===== config.mk =====
export PLATFORM = sky130hd
export DESIGN_NAME = sync_stream_monitor
export DESIGN_NICKNAME = d
export VERILOG_FILES = /design/src/rtl/sync_stream_monitor.sv
export SDC_FILE = /design/constraint.sdc
export NUM_CORES = 1
export LEC_CHECK = 0
export ABC_AREA = 1
export BUFFER_PORTS_ARGS = -buffer_cell sky130_fd_sc_hd__buf_2
export CORE_MARGIN = 3
export CORE_UTILIZATION = 25
export DETAILED_ROUTE_END_ITERATION = 7
export GPL_ROUTABILITY_DRIVEN = 0
export PLACE_DENSITY = 0.42
export SLEW_MARGIN = 30
export SYNTH_ARGS = -nofsm -noshare
export SYNTH_HDL_FRONTEND = slang
export SYNTH_SLANG_ARGS = --single-unit

===== constraint.sdc =====
create_clock -name clk -period 1.64 [get_ports clk]
set_clock_uncertainty 0.2 [all_clocks]
set_input_delay 0.246 -clock clk [delete_from_list [all_inputs] [get_ports clk]]
set_output_delay 0.246 -clock clk [all_outputs]
set_load 0.03 [all_outputs]

===== src/rtl/sync_stream_monitor.sv =====
module sync_stream_monitor #(
  parameter int DATA_W = 32,
  parameter int WD_W   = 32
) (
  input  logic              clk,
  input  logic              rst_n,
  input  logic              proc_en,
  input  logic              in_valid,
  input  logic              in_sync,
  input  logic              in_sob,
  input  logic [63:0]       in_seq,
  input  logic [WD_W-1:0]   wd_limit,
  input  logic              rd_en,
  input  logic [2:0]        rd_addr,
  output logic [DATA_W-1:0] rd_data,
  output logic              rd_valid
);
  localparam int SEQ_W = 64;

  logic              sync_ev, sob_ev, bad;
  logic [DATA_W-1:0] smp_cnt, blk_cnt, smp_hold, blk_hold;
  logic [SEQ_W-1:0]  seq_hold, seq_rep;
  logic [WD_W-1:0]   wd_cnt;
  logic              fault, armed;
  logic [DATA_W-1:0] rd_mux;

  assign sync_ev = in_valid & in_sync;
  assign sob_ev  = in_valid & in_sob;
  assign bad     = !proc_en || (wd_cnt >= wd_limit);
  assign seq_rep = fault ? {SEQ_W{1'b1}} : seq_hold;

  always_ff @(posedge clk) begin
    if (!rst_n) begin
      smp_cnt  <= '0;
      blk_cnt  <= '0;
      smp_hold <= '0;
      blk_hold <= '0;
      seq_hold <= '0;
    end else if (sync_ev) begin
      smp_hold <= smp_cnt;
      blk_hold <= blk_cnt;
      seq_hold <= in_seq;
      smp_cnt  <= DATA_W'(1);
      blk_cnt  <= DATA_W'(in_sob);
    end else begin
      if (in_valid && smp_cnt != '1) smp_cnt <= smp_cnt + 1'b1;
      if (sob_ev && blk_cnt != '1)   blk_cnt <= blk_cnt + 1'b1;
    end
  end

  always_ff @(posedge clk) begin
    if (!rst_n)              wd_cnt <= '0;
    else if (sync_ev)        wd_cnt <= '0;
    else if (wd_cnt != '1)   wd_cnt <= wd_cnt + 1'b1;
  end

  always_ff @(posedge clk) begin
    if (!rst_n) begin
      fault <= 1'b1;
      armed <= 1'b0;
    end else if (bad) begin
      fault <= 1'b1;
      armed <= proc_en && sync_ev;
    end else if (sync_ev) begin
      if (armed) fault <= 1'b0;
      armed <= 1'b1;
    end
  end

  always_comb begin
    case (rd_addr)
      3'd0:    rd_mux = seq_rep[DATA_W-1:0];
      3'd1:    rd_mux = seq_rep[SEQ_W-1:SEQ_W-DATA_W];
      3'd2:    rd_mux = blk_hold;
      3'd3:    rd_mux = smp_hold;
      default: rd_mux = '0;
    endcase
  end

  always_ff @(posedge clk) begin
    if (!rst_n) begin
      rd_data  <= '0;
      rd_valid <= 1'b0;
    end else begin
      rd_valid <= rd_en;
      if (rd_en) rd_data <= rd_mux;
    end
  end


  smp_restart_chk: assert property (@(posedge clk) disable iff (!rst_n)
    sync_ev |=> smp_cnt == DATA_W'(1));


  proc_off_chk: assert property (@(posedge clk) disable iff (!rst_n)
    !proc_en |=> fault);


  wd_expire_chk: assert property (@(posedge clk) disable iff (!rst_n)
    (wd_cnt >= wd_limit) |=> fault);


  clear_pair_chk: assert property (@(posedge clk) disable iff (!rst_n)
    $fell(fault) |-> ($past(sync_ev) && $past(armed) && $past(proc_en)));


  rd_valid_chk: assert property (@(posedge clk) disable iff (!rst_n)
    rd_en |=> rd_valid);


  rd_idle_chk: assert property (@(posedge clk) disable iff (!rst_n)
    !rd_en |=> !rd_valid);


  ignore_invalid_chk: assert property (@(posedge clk) disable iff (!rst_n)
    !in_valid |=> ($stable(smp_cnt) && $stable(blk_cnt) && $stable(seq_hold)));
endmodule


==> flow_summary.json, run 1 <==
{
  "p_per_area_nw_per_um2": 754,
  "firstDrtPassIters": 5,
  "drc": 0,
  "slew_headroom": 0.693,
  "layout-drive-gt1-share": 0.419,
  "synth_edf_count": 0,
  "antenna_found_initial": 0,
  "yosysWarnings": 0,
  "synth_compound_area_frac": 0.162,
  "insertion_delay_ns": 0.56,
  "track_usage": 0.177,
  "tritoncts": "yes",
  "synth_top_family_by_area": "simple AND/OR/NAND/NOR gates",
  "clk_path_buf_depth": 3,
  "setup_viol": 96,
  "p_int_uw": 11800,
  "synth_ff_type": "dfxtp_1",
  "syn-cell-area_um2": 12900,
  "timing.fmax_mhz": 547,
  "rsz0062_at_grt": "yes",
  "avgSynthCellArea_um2": 6.78,
  "end_kind": "flop",
  "drt_iter0_drc": 751,
  "place_hpwl_um": 34100,
  "synth_cells": 1902,
  "maxCapViolCount": 0,
  "dieArea_um2": 54400,
  "avgRoutedWirePerCell_um": 15.9,
  "yosysUniqueCellTypes": 40,
  "grt_max_degree": 75,
  "share_comb_of_total_power": 0.106,
  "multiInputGateArea_um2": 8450,
  "p_sw_uw": 4180,
  "required_ns": 1.89,
  "p_leak_uw": 0.00930,
  "fin_util": 0.419,
  "final_cell_mix": "nand2_1 (309), buf_4 (308), nor2_1 (237)",
  "status": "finished, violations left",
  "grt_first_pass_wirelength_um": 76500,
  "regArea_um2": 5340,
  "path_max_fanout": 6,
  "synth_seq_cells": 259,
  "worst_pin_slew_ns": 0.460,
  "synth_fp_nets": 2043,
  "fin_ws_ns": -0.187,
  "cp.arrival_ns": 2.07,
  "synthArstFlopShare": 0,
  "cts_sinks": 259,
  "synth_xor_area_frac": 0.0346,
  "violations": "negative setup slack",
  "dp_slack_ns": -0.385,
  "path_clk_slew_ns": 0.06,
  "fp.dieH_um": 233,
  "die_w_um": 233,
  "start_util": 0.255,
  "seqPwrFrac": 0.416,
  "io_buffers": 138,
  "ir_drop_v": 0.000552,
  "muxShareOfSynthArea": 0,
  "power_frac_clock": 0.478,
  "p_sw_frac": 0.261,
  "crit_type": "reg2reg",
  "ioPinCount": 139,
  "hold_class": "in2reg",
  "root_buffer": "clkbuf_16",
  "place_inst": 2932,
  "final_common_cell": "nand2_1",
  "h-tree-depth": 2,
  "antenna_cells": 0,
  "stdcell_count": 3128,
  "core_um2": 50600,
  "cts_buffers": 34,
  "drt-total-wl_um": 49800,
  "start_kind": "flop",
  "yosysSeqAreaShare": 0.402,
  "drtAntennaViolNets": 0,
  "synth_fa_ha_area_frac": 0.0339,
  "slew_viol_final": 0,
  "rows": 82,
  "fin_crit_sh": 1.11,
  "fillers": 5175,
  "nets": 2574,
  "yosys.area_share.simple": 0.288,
  "hold_viol": 0,
  "syn_to_final_growth_pct": 64.4,
  "grt_pass1_vias": 14100,
  "drt-vias-per-instance": 4.55,
  "vias": 14200,
  "min_period_ns": 1.83,
  "overflow": 0,
  "hold-worst-slack_ns": 0.0984
}
## through the flow
stage	setup TNS (ns)	cell area [µm²]	total power [µW]
after CTS	-8.93	20200	16200
after global routing	-18.22	21200	16700
after floorplan	-0.147	13000	7550
after global placement	-17.59	16700	8170
final	-10.80	21200	16000
after detailed placement	-17.86	16700	8190
## cell families (layout without fill, tap and decap cells)
kind of cell | count (synthesis) | in the layout
compound gates | 404 | 404
xor+xnor | 51 | 51
fa+ha+maj | 35 | 35
buf+inv | 259 | 813
flops | 259 | 259
simple gates | 894 | 894
## cell type report
| type | count | area share |
|---|---|---|
| Clock buffer | 51 | 0.0469 |
| Timing Repair Buffer | 584 | 0.223 |
| Tap cell | 672 | 0.0396 |
| Clock inverter | 8 | 0.00649 |
| Timing Repair inverter | 4 | 0.00265 |
| Sequential cell | 259 | 0.252 |
| Inverter | 166 | 0.0312 |
| Multi-Input combinational cell | 1384 | 0.398 |
## state kept, by name, summed over array words and instances, names as in the netlist
| name | flops |
|---|---|
| fault | 1 |
| blk_hold | 32 |
| rd_valid | 1 |
| smp_cnt | 32 |
| smp_hold | 32 |
| wd_cnt | 32 |
| seq_hold | 64 |
| rd_data | 32 |
| blk_cnt | 32 |
| armed | 1 |
## routing by layer
metal  track usage  vias up  wire [µm]
met2         0.298      278      23500
met4        0.0508        0       1150
met3        0.0250       64       2070
met5             0        -          0
li1              -     7254          -
met1         0.237     6626      23100
## power groups by stage
stage,clock network (µW),logic [µW],registers (µW)
6_report,7630,1700,6660
5_1_grt,8110,1870,6680
4_1_cts,7890,1650,6670
3_5_place_dp,0,1370,6820
3_3_place_gp,0,1360,6820
2_1_floorplan,0,693,6860
## synth_stat cells (2+ instances only)
cell,instances,share of area
inv_2,6,0.0017
a21oi_1,145,0.056
a31oi_1,5,0.0024
a21o_1,2,0.0012
nor3_1,46,0.018
o21a_1,2,0.0012
dfxtp_1,259,0.40
clkinv_1,2,0.00058
o21bai_1,3,0.0017
nor2_1,310,0.090
ha_1,35,0.034
buf_2,7,0.0027
nand2_2,5,0.0024
buf_1,2,0.00058
clkbuf_1,76,0.022
buf_6,5,0.0044
nor3_2,3,0.0023
buf_4,3,0.0017
nand2_1,425,0.12
o21ai_0,227,0.088
nand3_1,46,0.018
xnor2_1,10,0.0068
o21ai_1,4,0.0016
nand3_2,2,0.0016
or2_2,3,0.0015
a21oi_2,2,0.0014
nand3b_1,6,0.0035
nand4_1,37,0.018
inv_1,157,0.046
nor3_4,3,0.0038
a22oi_1,12,0.0070
nor2_2,4,0.0019
xor2_1,41,0.028
## worst max-delay path, stage by stage (launching register included)
cell        delay [ns]
dfxtp_4           0.36
ha_4              0.14
nand2_4           0.05
inv_4             0.06
nand4_4           0.12
nor2_4            0.15
nand2_4           0.08
nand2_8           0.14
clkinvlp_4        0.18
nand2_2           0.09
nand2_1           0.05
nand2_1           0.05
nor2_1            0.04
## repair_timing
item | 4_1_cts | 5_1_grt
endpoints found under the setup margin | 98 | 102
hold buffers | 69 | 0
setup buffers | 47 | 17
resized for setup | 333 | 287
gates cloned | 9 | 4
hold endpoints to repair | 104 | 0
pin swaps | 94 | 138
## final timing paths
| check | start | end | slack [ns] | cells past startpoint |
|---|---|---|---|---|
| max | smp_cnt[0] | smp_cnt[16] | -0.19 | 12 |
| min | in_sync | smp_hold[30] | 0.1 | 5 |
| max reg2reg | smp_cnt[0] | smp_cnt[16] | -0.19 | 12 |
| min reg2reg | rd_data[22] | rd_data[22] | 0.26 | 2 |
Power figures use the tool's default switching activity.
==> run 2, diff against run 1 <==
--- a/config.mk
+++ b/config.mk
@@ -8,10 +8,11 @@
 export ABC_AREA = 1
 export BUFFER_PORTS_ARGS = -buffer_cell sky130_fd_sc_hd__buf_2
 export CORE_MARGIN = 3
-export CORE_UTILIZATION = 25
+export CORE_UTILIZATION = 53
 export DETAILED_ROUTE_END_ITERATION = 7
 export GPL_ROUTABILITY_DRIVEN = 0
-export PLACE_DENSITY = 0.42
+export PLACE_DENSITY = 0.76
+export RECOVER_POWER = 25
 export SLEW_MARGIN = 30
 export SYNTH_ARGS = -nofsm -noshare
 export SYNTH_HDL_FRONTEND = slang
==> flow_summary.json, run 2 (synthesis results as in run 1) <==
{
  "fp.dieH_um": 162,
  "fillers": 1176,
  "drt_iter0_drc": 2964,
  "rows": 56,
  "slew_viol_final": 0,
  "timing.fmax_mhz": 477,
  "path_max_fanout": 7,
  "ioPinCount": 139,
  "hold_class": "in2reg",
  "grt_max_degree": 94,
  "slowest_delay_ns": 0.35,
  "firstDrtPassIters": 7,
  "layout-drive-gt1-share": 0.397,
  "top_register": "seq_hold",
  "syn_to_final_growth_pct": 55.8,
  "fin_crit_sh": 1.28,
  "crit_chain": "nand2_2 > nor2_4 > nand4_1 > nor2_4 > nand2_2 > nand2_4 > clkbuf_16 > o21ai_1 > a21oi_1",
  "path_clk_slew_ns": 0.07,
  "regToRegSetupSlack_ns": -0.46,
  "final_cell_mix": "nand2_1 (306), buf_4 (251), nor2_1 (242)",
  "track_usage": 0.365,
  "violations": "negative setup slack",
  "dieArea_um2": 26200,
  "cp.arrival_ns": 2.37,
  "cts_buffers": 27,
  "largest_reg_flops": 64,
  "drt-total-wl_um": 60400,
  "cts_sinks": 259,
  "min_period_ns": 2.10,
  "tritoncts": "yes",
  "clk_path_buf_depth": 3,
  "place_hpwl_um": 28900,
  "required_ns": 1.91,
  "avgRoutedWirePerCell_um": 22.4,
  "start_kind": "flop",
  "core_um2": 23700,
  "insertion_delay_ns": 0.56,
  "root_buffer": "clkbuf_16",
  "crit_type": "reg2reg",
  "grt_pass1_vias": 15300,
  "worst_pin_slew_ns": 0.500,
  "regArea_um2": 5350,
  "global_route.usage.met1": 0.449,
  "hold_viol": 0,
  "final_common_cell": "nand2_1",
  "antenna_found_initial": 0,
  "drtAntennaViolNets": 0,
  "gr-max-usage-layer": "met2",
  "drt-vias-per-instance": 6.30,
  "power_uw": 15300,
  "h-tree-depth": 1,
  "multiInputGateArea_um2": 8430,
  "cp_slowest_cell": "dfxtp_2",
  "end_kind": "flop",
  "fin_ws_ns": -0.457,
  "drc": 0,
  "p_leak_uw": 0.00892,
  "overflow": 0,
  "grt_util_met3": 0.0589,
  "p_per_area_nw_per_um2": 763,
  "slew_headroom": 0.663,
  "setup_viol": 160,
  "status": "finished, violations left",
  "die_w_um": 162,
  "vias": 17000,
  "fin_tns_setup_ns": -34.55,
  "grt_first_pass_wirelength_um": 78400,
  "antenna_cells": 0,
  "ir_drop_v": 0.000796,
  "start_util": 0.545,
  "io_buffers": 138,
  "rsz0062_at_grt": "yes",
  "maxCapViolCount": 0,
  "grt_use_met2": 0.615,
  "nets": 2504
}
run 2: power breakdown:
part	total [µW]	switching [µW]	internal [µW]
combinational	1780	1050	724
clock	6890	2810	4080
sequential	6660	164	6500
run 2: worst paths after layout:
path           startpoint     endpoint  cells after the start
max           blk_cnt[25]   blk_cnt[3]                      9
min          wd_limit[31]        fault                      7
max reg2reg   blk_cnt[25]   blk_cnt[3]                      9
min reg2reg   smp_hold[0]  smp_hold[0]                      2
run 2: stage by stage:
stage | worst slack (ns) | cells | hold WS (ns) | instance area, µm² | utilization
after floorplan | -0.0393 | 1902 | 0.186 | 13000 | -
after global placement | -0.216 | 2519 | 0.238 | 15800 | 0.667
after detailed placement | -0.228 | 2519 | 0.248 | 15800 | 0.667
after CTS | -0.147 | 2680 | 0.0335 | 18800 | 0.792
after global routing | -0.458 | 2703 | 0.0748 | 20100 | 0.849
final | -0.457 | 2703 | 0.0441 | 20100 | 0.849
run 2: final cells by class:
class	instances	area share
clock inverters	10	0.00977
flip-flops and latches	259	0.266
inverters	166	0.0330
clock buffers	40	0.0385
repair inverters	3	0.00243
well taps	319	0.0199
repair buffers	522	0.211
multi-input cells	1384	0.419
run 2: critical path: cells and delay by family (launching register included):
family                 cells  cell delay (ns)
buffers and inverters      1             0.20
flip-flops                 1             0.35
AO/OA/AOI/OAI              2             0.27
AND/OR/NAND/NOR            6             0.98
run 2: routing by layer:
metal | vias up | part of all wire
met1 | 7728 | 0.34
met4 | 0 | 0.088
met2 | 1644 | 0.45
met5 | - | 0
met3 | 559 | 0.12
li1 | 7096 | -
run 2: what timing repair did:
action,in CTS,in global routing
hold endpoints to repair,82,0
pin swaps,77,132
cloned,7,3
hold buffers,72,0
resized for setup,290,325
setup buffers,32,26
endpoints found under the setup margin,98,103
